--- config.mk ---
export PLATFORM = sky130hd
export DESIGN_NAME = trig_interval_timer
export DESIGN_NICKNAME = d
export VERILOG_FILES = /design/src/rtl/tmr_pkg.sv /design/src/rtl/tmr_trig_sync.sv /design/src/rtl/tmr_prescaler.sv /design/src/rtl/tmr_count_core.sv /design/src/rtl/trig_interval_timer.sv
export SDC_FILE = /design/constraint.sdc
export NUM_CORES = 1
export LEC_CHECK = 0
export ABC_AREA = 1
export BUFFER_PORTS_ARGS = -buffer_cell sky130_fd_sc_hd__buf_2
export CORE_ASPECT_RATIO = 0.7
export CORE_UTILIZATION = 65
export CTS_CLUSTER_SIZE = 30
export DETAILED_ROUTE_END_ITERATION = 8
export PLACE_DENSITY = 0.84
export REMOVE_ABC_BUFFERS = 1
export SYNTH_ARGS = -nofsm -noshare
export SYNTH_HDL_FRONTEND = slang
export SYNTH_SLANG_ARGS = --single-unit
--- constraint.sdc ---
create_clock -name clk_i -period 4.47 [get_ports clk_i]
set_input_delay 0.447 -clock clk_i [delete_from_list [all_inputs] [get_ports clk_i]]
set_output_delay 0.447 -clock clk_i [all_outputs]
set_load 0.05 [all_outputs]
--- src/rtl/tmr_pkg.sv ---
package tmr_pkg;
  localparam logic [2:0] ADDR_CTRL    = 3'd4;
  localparam logic [2:0] ADDR_PRESC   = 3'd5;
  localparam logic [2:0] ADDR_IRQ_EN  = 3'd6;
  localparam logic [2:0] ADDR_IRQ_CLR = 3'd7;

  // log2 of the prescale divisor for each select code
  function automatic int unsigned div_log2(input logic [2:0] sel);
    case (sel)
      3'd0:    return 12;
      3'd1:    return 10;
      3'd2:    return 8;
      3'd3:    return 6;
      3'd4:    return 4;
      3'd5:    return 3;
      3'd6:    return 2;
      default: return 1;
    endcase
  endfunction
endpackage

--- src/rtl/tmr_trig_sync.sv ---
module tmr_trig_sync #(
  parameter int unsigned STAGES = 2
) (
  input  logic clk_i,
  input  logic rst_ni,
  input  logic pin_i,
  input  logic pol_i,
  output logic start_o,
  output logic stop_o
);
  logic [STAGES:0] chain_q;

  for (genvar g = 0; g <= STAGES; g++) begin : g_stage
    if (g == 0) begin : g_first
      always_ff @(posedge clk_i or negedge rst_ni) begin
        if (!rst_ni) chain_q[0] <= 1'b0;
        else         chain_q[0] <= pin_i;
      end
    end else begin : g_next
      always_ff @(posedge clk_i or negedge rst_ni) begin
        if (!rst_ni) chain_q[g] <= 1'b0;
        else         chain_q[g] <= chain_q[g-1];
      end
    end
  end

  logic rise, fall;
  assign rise = chain_q[STAGES-1] & ~chain_q[STAGES];
  assign fall = ~chain_q[STAGES-1] & chain_q[STAGES];

  assign start_o = pol_i ? rise : fall;
  assign stop_o  = pol_i ? fall : rise;
endmodule

--- src/rtl/tmr_prescaler.sv ---
module tmr_prescaler
  import tmr_pkg::*;
#(
  parameter int unsigned PRE_W = 12
) (
  input  logic       clk_i,
  input  logic       rst_ni,
  input  logic       run_i,
  input  logic       clr_i,
  input  logic [2:0] sel_i,
  output logic       tick_o
);
  logic [PRE_W-1:0] div_q;
  logic [PRE_W-1:0] mask;

  always_ff @(posedge clk_i or negedge rst_ni) begin
    if (!rst_ni)     div_q <= '0;
    else if (clr_i)  div_q <= '0;
    else if (run_i)  div_q <= div_q + 1'b1;
  end

  assign mask   = {PRE_W{1'b1}} >> (PRE_W - div_log2(sel_i));
  assign tick_o = run_i && ((div_q & mask) == mask);
endmodule

--- src/rtl/tmr_count_core.sv ---
module tmr_count_core #(
  parameter int unsigned CNT_W = 16
) (
  input  logic             clk_i,
  input  logic             rst_ni,
  input  logic             go_i,
  input  logic             rev_i,
  input  logic             ie_i,
  input  logic             start_i,
  input  logic             stop_i,
  input  logic             tick_i,
  input  logic             load_i,
  input  logic [CNT_W-1:0] load_val_i,
  input  logic [CNT_W-1:0] reload_val_i,
  input  logic             irq_clr_i,
  output logic [CNT_W-1:0] cnt_o,
  output logic             running_o,
  output logic             start_ack_o,
  output logic             irq_o
);
  localparam logic [CNT_W-1:0] CNT_MAX = {CNT_W{1'b1}};

  logic [CNT_W-1:0] cnt_q;
  logic             run_q, irq_q;
  logic             rev_stop, wrap;

  assign rev_stop    = run_q && rev_i && stop_i;
  assign wrap        = go_i && run_q && !rev_stop && tick_i && (cnt_q == CNT_MAX);
  assign start_ack_o = go_i && !run_q && start_i;

  always_ff @(posedge clk_i or negedge rst_ni) begin
    if (!rst_ni) begin
      cnt_q <= '0;
      run_q <= 1'b0;
    end else if (!go_i) begin
      run_q <= 1'b0;
      if (load_i) cnt_q <= load_val_i;
    end else if (run_q) begin
      if (rev_stop) begin
        run_q <= 1'b0;
        cnt_q <= reload_val_i;
      end else if (tick_i) begin
        cnt_q <= cnt_q + 1'b1;
        if (cnt_q == CNT_MAX) run_q <= 1'b0;
      end
    end else if (start_i) begin
      run_q <= 1'b1;
    end
  end

  always_ff @(posedge clk_i or negedge rst_ni) begin
    if (!rst_ni)                irq_q <= 1'b0;
    else if (wrap && ie_i)      irq_q <= 1'b1;
    else if (irq_clr_i)         irq_q <= 1'b0;
  end

  assign cnt_o     = cnt_q;
  assign running_o = run_q;
  assign irq_o     = irq_q;
endmodule

--- src/rtl/trig_interval_timer.sv ---
module trig_interval_timer
  import tmr_pkg::*;
#(
  parameter int unsigned CNT_W       = 16,
  parameter int unsigned NIB_W       = 4,
  parameter int unsigned PRE_W       = 12,
  parameter int unsigned SYNC_STAGES = 2
) (
  input  logic             clk_i,
  input  logic             rst_ni,
  input  logic             wr_en_i,
  input  logic [2:0]       addr_i,
  input  logic [NIB_W-1:0] wdata_i,
  output logic [NIB_W-1:0] rdata_o,
  input  logic             trig_i,
  output logic             irq_o
);
  localparam int unsigned N_NIB = CNT_W / NIB_W;

  logic [NIB_W-1:0] ld_nib [N_NIB];
  logic [CNT_W-1:0] ld_q;
  logic             go_q, rev_q, pol_q, ie_q;
  logic [1:0]       mode_q;
  logic [2:0]       sel_q;

  for (genvar g = 0; g < N_NIB; g++) begin : g_ld
    always_ff @(posedge clk_i or negedge rst_ni) begin
      if (!rst_ni)                              ld_nib[g] <= '0;
      else if (wr_en_i && addr_i == 3'(g))      ld_nib[g] <= wdata_i;
    end
    assign ld_q[g*NIB_W +: NIB_W] = ld_nib[g];
  end

  always_ff @(posedge clk_i or negedge rst_ni) begin
    if (!rst_ni) begin
      go_q   <= 1'b0;
      rev_q  <= 1'b0;
      mode_q <= '0;
      pol_q  <= 1'b0;
      sel_q  <= '0;
      ie_q   <= 1'b0;
    end else if (wr_en_i) begin
      case (addr_i)
        ADDR_CTRL: begin
          go_q   <= wdata_i[3];
          rev_q  <= wdata_i[2];
          mode_q <= wdata_i[1:0];
        end
        ADDR_PRESC: begin
          pol_q <= wdata_i[3];
          sel_q <= wdata_i[2:0];
        end
        ADDR_IRQ_EN: ie_q <= wdata_i[0];
        default: ;
      endcase
    end
  end

  logic             load_wr, irq_clr;
  logic [CNT_W-1:0] load_val;
  assign load_wr  = wr_en_i && (addr_i == 3'(N_NIB-1));
  assign load_val = {wdata_i, ld_q[CNT_W-NIB_W-1:0]};
  assign irq_clr  = wr_en_i && (addr_i == ADDR_IRQ_CLR) && wdata_i[0];

  logic start_pulse, stop_pulse, tick, running, start_ack;
  logic [CNT_W-1:0] cnt;

  tmr_trig_sync #(.STAGES(SYNC_STAGES)) u_sync (
    .clk_i   (clk_i),
    .rst_ni  (rst_ni),
    .pin_i   (trig_i),
    .pol_i   (pol_q),
    .start_o (start_pulse),
    .stop_o  (stop_pulse)
  );

  tmr_prescaler #(.PRE_W(PRE_W)) u_pre (
    .clk_i  (clk_i),
    .rst_ni (rst_ni),
    .run_i  (running),
    .clr_i  (start_ack),
    .sel_i  (sel_q),
    .tick_o (tick)
  );

  tmr_count_core #(.CNT_W(CNT_W)) u_core (
    .clk_i        (clk_i),
    .rst_ni       (rst_ni),
    .go_i         (go_q),
    .rev_i        (rev_q),
    .ie_i         (ie_q),
    .start_i      (start_pulse),
    .stop_i       (stop_pulse),
    .tick_i       (tick),
    .load_i       (load_wr),
    .load_val_i   (load_val),
    .reload_val_i (ld_q),
    .irq_clr_i    (irq_clr),
    .cnt_o        (cnt),
    .running_o    (running),
    .start_ack_o  (start_ack),
    .irq_o        (irq_o)
  );

  logic [CNT_W-1:0] rd_src;
  assign rd_src = running ? cnt : ld_q;

  always_comb begin
    rdata_o = '0;
    if (int'(addr_i) < N_NIB) begin
      rdata_o = rd_src[int'(addr_i)*NIB_W +: NIB_W];
    end else begin
      case (addr_i)
        ADDR_CTRL:   rdata_o = {go_q, rev_q, mode_q};
        ADDR_PRESC:  rdata_o = {pol_q, sel_q};
        ADDR_IRQ_EN: rdata_o = {2'b00, irq_o, ie_q};
        default:     rdata_o = '0;
      endcase
    end
  end
endmodule

Word-level counts from Yosys, hierarchy flattened
Cells that the tools add are included.
{"block": "totals", "regBits": 58, "in_bits": 11}
{"block": "classes", "addsub": 3, "n_lt_le_gt_ge": 1, "eq_ne": 17, "n_shift": 2, "mux": 21, "bitwise_logic": 5, "n_reduce_logical": 27}
{"cell": "two-way mux 16 bit", "n": 6}
{"cell": "right shift 12 x 32 -> 12 bit (first input constant)", "n": 1}
{"cell": "one-hot mux 4 bit (7 select lines)", "n": 1}
{"cell": "two-way mux 12 bit", "n": 2}
{"cell": "== test 3 bit (second input constant)", "n": 7}
{"cell": "adder 16 x 1 -> 16 bit (second input constant)", "n": 1}
{"cell": "== test 16 bit (second input constant)", "n": 1}
{"cell": "logical AND 1 bit", "n": 16}
{"cell": "variable part select 16 x 6 -> 4 bit", "n": 1}
{"cell": "adder 12 x 1 -> 12 bit (second input constant)", "n": 1}
{"cell": "bitwise AND 12 bit", "n": 1}
{"cell": "== test 12 bit", "n": 1}
{"cell": "== test 3 x 2 -> 1 bit (second input constant)", "n": 4}
{"cell": "one-hot mux 4 bit (3 select lines)", "n": 1}
{"cell": "two-way mux 1 bit", "n": 10}
{"cell": "== test 3 x 1 -> 1 bit (second input constant)", "n": 2}
{"cell": "zero test 3 bit", "n": 2}
{"cell": "AND reduction 2 bit", "n": 3}
{"cell": "nonzero test 2 bit", "n": 3}
{"cell": "subtractor 4 x 4 -> 5 bit (first input constant)", "n": 1}
{"cell": "two-way mux 4 bit", "n": 1}
{"cell": "< comparator 3 bit (second input constant)", "n": 1}
{"cell": "!= test 3 x 1 -> 1 bit (second input constant)", "n": 1}
{"cell": "AND reduction 3 bit", "n": 1}
{"cell": "other kinds (4)", "n": 7}

Longest topological paths before layout
Gate-level depths: netlist of run 1.
{"block": "logic_depth", "word_depth": 11, "depth_mapped": 13, "ltp_nobuf": 12}

Cells and area by module
A second synthesis of run 1 with hierarchy kept.
{"block": "hier_totals", "cells_unflattened": 572, "area_unflattened_um2": 3803.6}
{"mod": "tmr_count_core", "instances": 1, "cells_each": 224, "area_each_um2": 1471.4, "seq_area_each_um2": 450.4}
{"mod": "trig_interval_timer", "instances": 1, "cells_each": 219, "area_each_um2": 1437.6, "seq_area_each_um2": 625.6}
{"mod": "tmr_prescaler", "instances": 1, "cells_each": 117, "area_each_um2": 780.7, "seq_area_each_um2": 300.3}
{"mod": "tmr_trig_sync", "instances": 1, "cells_each": 12, "area_each_um2": 113.9, "seq_area_each_um2": 75.1}

Least setup slack after synthesis of run 1
OpenSTA, ideal clock, no wires.
{"block": "synth_path", "path_type": "input-to-output", "startpoint": "in addr_i[0]", "endpoint": "out rdata_o[3]", "arrival_ns": 1.801, "t_required_ns": 4.023, "slack_ns": 2.222, "path_stages": 5, "n_path_buf": 0, "path_cell_list": "nor2_1 > inv_1 > nor2_1 > inv_1 > o221ai_1"}
{"block": "synth_between", "elab_chain_len": 3, "word_cells_on_any_way": 7}
{"item": "start: declaration", "line_no": "trig_interval_timer.sv:12", "text": "input logic [2:0] addr_i,"}
{"item": "branches (longest 2 deep; another with variable part select 16 x 6 -> 4 bit)"}
{"item": "two-way mux 4 bit (*)", "line_no": "trig_interval_timer.sv:110", "text": "if (int'(addr_i) < N_NIB) begin"}
{"item": "end: declaration", "line_no": "trig_interval_timer.sv:14", "text": "output logic [NIB_W-1:0] rdata_o,"}
Every way passes the cells marked *.

Worst setup path in the final report of run 1
{"block": "layout_path", "startpoint": "reg u_core.run_q, in the netlist u_core.running_o", "endpoint": "out rdata_o[1]"}
{"block": "layout_between", "elab_chain_len": 3}
{"item": "start: declaration", "line_no": "tmr_count_core.sv:24", "text": "logic run_q, irq_q;"}
{"item": "start signal: assignment", "line_no": "tmr_count_core.sv:34", "text": "run_q <= 1'b0;"}
{"item": "start signal: assignment", "line_no": "tmr_count_core.sv:36", "text": "run_q <= 1'b0;"}
{"item": "start signal: assignment", "line_no": "tmr_count_core.sv:40", "text": "run_q <= 1'b0;"}
{"item": "two-way mux 16 bit", "line_no": "trig_interval_timer.sv:106", "text": "assign rd_src = running ? cnt : ld_q;"}
{"item": "variable part select 16 x 6 -> 4 bit", "line_no": "trig_interval_timer.sv:111", "text": "rdata_o = rd_src[int'(addr_i)*NIB_W +: NIB_W];"}
{"item": "two-way mux 4 bit", "line_no": "trig_interval_timer.sv:110"}
Every way passes these cells.

==> results of run 1 <==
through the flow:
step                      util [%]  cells
after floorplan                  -    477
after global placement        70.8    562
after detailed placement      70.8    562
after CTS                     74.6    578
after global routing          74.6    578
final                         74.6    578
sequential cells by signal (all words and copies together) (netlist names):
register / cells
mode_q: 2
rev_q: 1
u_core.running_o: 1
u_core.irq_o: 1
ie_q: 1
ld_nib: 16
u_core.cnt_o: 16
go_q: 1
u_pre.div_q: 12
pol_q: 1
sel_q: 3
u_sync.chain_q: 3
layout by cell type (no fill, tap or decap), drive strengths merged, types with 2 or more instances in the layout:
master / count
ha: 2
o21ai: 68
nor2: 54
nand3b: 2
clkinv: 4
inv: 55
nand2: 174
xor2: 3
buf: 16
nand4: 8
xnor2: 2
nand3: 21
dfrtp: 58
clkbuf: 10
o211ai: 3
a21oi: 17
nor3: 3
o22ai: 4
synth_stat cells, drive strengths merged:
cell type / number / area (um2)
o2111ai: 1 / 8.76
inv: 55 / 206
nand3: 21 / 105
nor2: 54 / 203
clkbuf: 2 / 7.51
buf: 9 / 60.1
nand2: 174 / 661
xor2: 3 / 26.3
a21o: 1 / 7.51
nand3b: 2 / 27.5
o22ai: 4 / 25.0
ha: 2 / 25.0
o221ai: 1 / 8.76
dfrtp: 58 / 1450
a21oi: 17 / 85.1
xnor2: 2 / 17.5
nor3: 3 / 15.0
o211ai: 3 / 22.5
nand4: 8 / 50.1
o21ai: 68 / 348
how the worst max path moves through the flow:
stage            endpoint  slack, ns  depth (start not counted)
2_1_floorplan  rdata_o[1]       2.15                          5
6_report       rdata_o[1]       1.43                          6
5_1_grt        rdata_o[1]       1.24                          6
4_1_cts        rdata_o[1]       1.51                          6
3_3_place_gp   rdata_o[3]       1.88                          6
3_5_place_dp   rdata_o[1]       1.89                          6
area by class of cell:
type                    count  area, um2
clock buffers              10        128
clock inverters             6       57.6
fillers                   408       1240
inverters                  55        206
multi-input cells         364       1640
flip-flops and latches     58       1450
well taps                  69       86.3
repair buffers             16       82.6
metal layers:
layer  routed length [um]  vias to the layer above  global-route usage [%]
met5                    0                        -                       0
met4                  131                        0                    11.1
met3                 1090                       17                    11.4
met2                 3510                      193                    47.3
met1                 4060                     1521                    55.2
li1                     -                     1602                       -
cells by family (layout without fill, tap and decap cells):
logic type / Yosys count / count (layout) / share of synthesized area, %
AO/OA/AOI/OAI: 95 / 95 / 15.0
XOR/XNOR: 5 / 5 / 1.30
adder cells (fa/ha/maj): 2 / 2 / 0.744
buffers and inverters: 66 / 87 / 8.15
flip-flops: 58 / 58 / 43.2
AND/OR/NAND/NOR: 262 / 262 / 31.6
critical path, stage by stage, from the launching register on:
cell,delay (ns)
dfrtp_1,0.87
inv_1,0.39
o21ai_0,0.31
o22ai_1,0.10
o21ai_0,0.19
nand4_1,0.14
buf_2,0.24
power by group:
group          switching (uW)  internal, uW
logic                     381           187
clock network             213           253
registers                 200           654
==> summary.md, run 1 <==
| Metric | Value |
|---|---|
| Critical path fanouts, max | 30 |
| DRC viols | 0 |
| Die X | 87.9 um |
| Initial antenna violation count | 0 |
| Leak Pwr | 0.00188 uW |
| CP Capture Type | output port |
| Clock transition at path regs | 0.07 ns |
| Largest net degree at the start of global routing | 59 |
| Initial DRC count | 385 |
| Yosys Warn Count | 0 |
| Fin. max-slew vios | 0 |
| Worst slew pin tran | 0.809 ns |
| Worst-case clock buffer depth | 2 |
| Max Cap Viol | 0 |
| Library cells used by synthesis | 26 |
| First-pass GRT wire length | 14.4 mm |
| Die H | 62.2 um |
| Hold Path Class | in2reg |
| Peak VDD IR | 0.000322 V |
| Final Total Pwr | 1890 uW |
| Sink Count | 58 |
| Area Overhead vs Synth | 8.53% |
| Post-Route WL | 8.80 mm |
| Final setup fails | 0 |
| TritonCTS clock tree | yes |
| Vias per cell | 5.77 |
| R2r setup slk | 1.92 ns |
| WHS Endpoint | u_sync.chain_q[0] |
| Reg-to-Reg End | u_core.cnt_o[11] |
| Final global-route overflow total | 0 |
| RSZ-0062 raised after global routing | no |
| Number of global-route vias before repair | 2,886 |
| TritonCTS Buffers | 9 |
| Skew-Pair Late Insertion Delay | 0.35 ns |
| Reg2reg path depth | 9 |
| Post-Syn Area per Cell | 6.89 um2 |
| Synth Register Bits | 58 |
| DR WL/cell | 15.2 um |
| Pwr dens | 518 mW/mm2 |
| Req. time, crit path | 4.02 ns |
| Syn Std Cell Area | 0.00336 mm2 |
| Hold Path Cell Cnt | 1 |
| Relative slew slack | 46.1% |
| I/O Buffers | 15 |
| Post-DRT Antenna Nets | 0 |
| WHS | 0.201 ns |
| Clk_skew | 0.0103 ns |
| Final net count | 517 |
| CTS H-Tree Depth | 3 |
| I/O Pins | 16 |
| Layout cells sized above 1 | 7.66% |
| Worst Path Arrival | 2.60 ns |
| Minimum clock period | 3.04 ns |
| Detailed Routing Iterations Pass 1 | 5 |
| Sequential share of the synthesized area | 43.2% |
| Hold Crit Start | trig_i |
| Post-CTS Setup Inserts | 0 |
| Fin area | 0.00365 mm2 |
| Max Clk Rate | 329 MHz |
| Fin worst setup slack | 1.43 ns |
| FP Rows | 21 |
| Period utilization | 68.1% |
| CTS Hold Buffers Added | 0 |
| Crit Reg-Reg Startpoint | u_core.running_o |
| ANT cells | 0 |
| Die footprint | 0.00547 mm2 |
| Critical Path Source | u_core.running_o |
| Kind of critical path | reg2out |
| Synth Instances | 488 |
| Clk root buf | clkbuf_8 |
| Setup TNS | 0 ns |
| Cell Area, Placed | 0.00346 mm2 |
| Hpwl dp | 6.47 mm |
| Gp weighted congestion | 0.963 |
| Placement Setup Slack | 1.89 ns |
| Final-report hold violation count | 0 |
| Cts repair resizes | 0 |
| CP startpoint kind | register |
| Total GRT Usage | 35.8% |
| Initial cell density of the core | 68.8% |
| Core Footprint | 0.00489 mm2 |
| Status | complete, no violations |
| Via count | 3,333 |
Power figures use the tool's default switching activity.
==> inputs of run 2 (changes only) <==
Settings changed: CORE_UTILIZATION 65 to 55, PLACE_DENSITY 0.84 to 0.75.
Clock period 4.47 ns to 2.7 ns, I/O delays scaled along.
==> run 2 against run 1 <==
Net effect: power increased by 66%; first-iteration DRC count decreased by 20%; clock skew increased by 0.0079 ns; sequential share of layout area decreased by 0.41 points; design area increased by 1.0%; largest power group unchanged; critical path depth increased by 1; highest routed layer unchanged; critical path type unchanged; wire length increased by 6.2%; clock power increased by 63%; sequential power increased by 63%; die area increased by 18%.
==> summary.md, run 2 (synthesized netlist as in run 1, its figures left out) <==
| Metric | Value |
|---|---|
| TritonCTS clock tree | yes (unchanged) |
| Clock transition at path regs | 0.08 ns (was 0.07 ns) |
| Fillers | 543 (was 408) |
| Register Area | 0.00145 mm2 (unchanged) |
| Pint | 1790 uW (was 1090 uW) |
| Commonest non-fill, non-tap cell in the layout | nand2_1 (unchanged) |
| Fin area | 0.00368 mm2 (was 0.00365 mm2) |
| I/O Buffers | 15 (unchanged) |
| Footprint of the multi-input gates | 0.00164 mm2 (unchanged) |
| WP buf/inv | 2 (unchanged) |
| Fin worst setup slack | 0.336 ns (was 1.43 ns) |
| TritonCTS Buffers | 9 (unchanged) |
| Die H | 67.4 um (was 62.2 um) |
| Post-DRT Antenna Nets | 0 (unchanged) |
| Period utilization | 87.6% |
| Layout cells sized above 1 | 8.20% (was 7.66%) |
| Most frequent cells in the layout | nand2_1 (171), o21ai_0 (66), dfrtp_1 (58), nor2_1 (54), inv_1 (53) (unchanged) |
| I/O Pins | 16 (unchanged) |
| Peak VDD IR | 0.000495 V (was 0.000322 V) |
| Fin. max-slew vios | 0 (unchanged) |
| Req. time, crit path | 2.43 ns (was 4.02 ns) |
| Relative slew slack | 55.3% (was 46.1%) |
| Placement Setup Slack | 0.754 ns (was 1.89 ns) |
| Max Cap Viol | 0 (unchanged) |
| DR WL/cell | 15.9 um (was 15.2 um) |
| Clk_skew | 0.0183 ns (was 0.0103 ns) |
| FP Rows | 23 (was 21) |
| Setup TNS | 0 ns (unchanged) |
| Clk root buf | clkbuf_8 (unchanged) |
| Via count | 3,299 (was 3,333) |
| Comb pwr share | 31.3% (was 30.1%) |
| Gp weighted congestion | 0.973 (was 0.963) |
| Die X | 95.4 um (was 87.9 um) |
| DRC viols | 0 (unchanged) |
| Cell Area, Placed | 0.00348 mm2 (was 0.00346 mm2) |
| Status | complete, no violations (unchanged) |
| CP startpoint kind | register (unchanged) |
| Total GRT Usage | 32.6% (was 35.8%) |
| Leak Pwr | 0.00188 uW (about the same) |
| Crit-path max cell delay | 0.56 ns (was 0.87 ns) |
| Sequential share of power | 44.5% (was 45.2%) |
| RSZ-0062 raised after global routing | no (unchanged) |
| Pwr dens | 851 mW/mm2 (was 518 mW/mm2) |
| Initial cell density of the core | 57.8% (was 68.8%) |
| First-pass GRT wire length | 15.2 mm (was 14.4 mm) |
| Most common cell on crit path | o21ai_0 (unchanged) |
| Cts repair resizes | 0 (unchanged) |
| Hpwl dp | 6.97 mm (was 6.47 mm) |
| Final global-route overflow total | 0 (unchanged) |
| Sink Count | 58 (unchanged) |
| Final net count | 520 (was 517) |
| Worst slew pin tran | 0.670 ns (was 0.809 ns) |
| Post-CTS Setup Inserts | 0 (unchanged) |
| Final-report hold violation count | 0 (unchanged) |
| Master of the slowest instance on the critical path | dfrtp_1 (unchanged) |
| Sequence of cells on the critical path | buf_4 -> a21oi_1 -> o21ai_0 -> nand2_1 -> o21ai_0 -> o221ai_1 -> buf_2 (was inv_1 -> o21ai_0 -> o22ai_1 -> o21ai_0 -> nand4_1 -> buf_2) |
| Die footprint | 0.00643 mm2 (was 0.00547 mm2) |
| Switching Power | 1350 uW (was 793 uW) |
| Post-Route WL | 9.35 mm (was 8.80 mm) |
| Skew-Pair Late Insertion Delay | 0.35 ns (about the same) |
| Detailed Routing Iterations Pass 1 | 5 (unchanged) |
| Final setup fails | 0 (unchanged) |
| CP Capture Type | output port (unchanged) |
| Largest net degree at the start of global routing | 53 (was 59) |
| Initial antenna violation count | 0 (unchanged) |
| Hold Path Class | in2reg (unchanged) |
| Critical path fanouts, max | 19 (was 30) |
| ANT cells | 0 (unchanged) |
| Worst-case clock buffer depth | 2 (unchanged) |
| Area Overhead vs Synth | 9.64% (was 8.53%) |
| Number of global-route vias before repair | 3,025 (was 2,886) |
| Clock Power Share | 24.2% (was 24.7%) |
| Family with the most delay on the worst path | compound AO/OA/AOI/OAI gates (was flip-flops) |
| Worst Path Arrival | 2.09 ns (was 2.60 ns) |
| Initial DRC count | 308 (was 385) |
| Core Footprint | 0.00581 mm2 (was 0.00489 mm2) |
| CTS H-Tree Depth | 3 (unchanged) |
| Max Clk Rate | 423 MHz |
| Minimum clock period | 2.36 ns |
| Sw frac | 43.0% (was 42.0%) |
| Vias per cell | 5.62 (was 5.77) |
| Kind of critical path | reg2out (unchanged) |
==> run 2: changes by cell type in the layout (fill, tap and decap cells not counted), sizes merged <==
cell and change:
clkinvlp +3, bufinv -1, buf +2, clkinv -3
dlygate4sd3 +1, clkbuf +1
==> run 2: repair_timing <==
action                                 4_1_cts  5_1_grt
endpoints found under the hold margin        6        0
hold buffers                                 1        0
setup endpoints to repair                    0        0
==> run 2: per-stage QoR <==
| step | hold slack, ns | power, uW | std cells | utilization [%] |
|---|---|---|---|---|
| after floorplan | -0.0256 | 1990 | 477 | - |
| after global placement | 0.104 | 2340 | 570 | 59.9 |
| after detailed placement | 0.102 | 2340 | 570 | 59.9 |
| after CTS | 0.0128 | 3100 | 587 | 63.4 |
| after global routing | 0.00569 | 3340 | 587 | 63.4 |
| final | 0.0190 | 3140 | 587 | 63.4 |
==> run 2: cell type report <==
| cell class | instances | area share (%) |
|---|---|---|
| multi-input cells | 364 | 44.4 |
| flip-flops and latches | 58 | 39.4 |
| inverters | 55 | 5.60 |
| clock buffers | 11 | 4.11 |
| repair buffers | 19 | 2.92 |
| well taps | 75 | 2.55 |
| clock inverters | 5 | 1.05 |
==> run 2: worst paths after layout <==
check                                   from  slack, ns  depth (start not counted)                 to
min in group asynchronous             rst_ni       0.27                          2     u_pre.div_q[8]
hold reg to reg            u_sync.chain_q[0]       0.35                          0  u_sync.chain_q[1]
setup / recovery            u_core.running_o       0.34                          7         rdata_o[3]
max in group asynchronous             rst_ni       1.54                          3    u_core.cnt_o[1]
setup reg to reg            u_core.running_o       0.72                         10   u_core.cnt_o[11]
hold / removal                        trig_i       0.02                          1  u_sync.chain_q[0]
==> run 2: metal layers <==
metal	vias up	global-route usage [%]	wire length, um
met5	-	0	0
met4	0	10.1	127
met3	20	11.3	1070
met2	168	45.2	3650
met1	1509	47.4	4490
li1	1602	-	-
==> run 2: power groups by stage <==
stage / combinational [uW] / clock, uW / sequential [uW]
after global routing: 1110 / 809 / 1420
after CTS: 961 / 767 / 1380
after detailed placement: 953 / 0 / 1390
after floorplan: 686 / 0 / 1300
final: 982 / 760 / 1390
after global placement: 942 / 0 / 1390
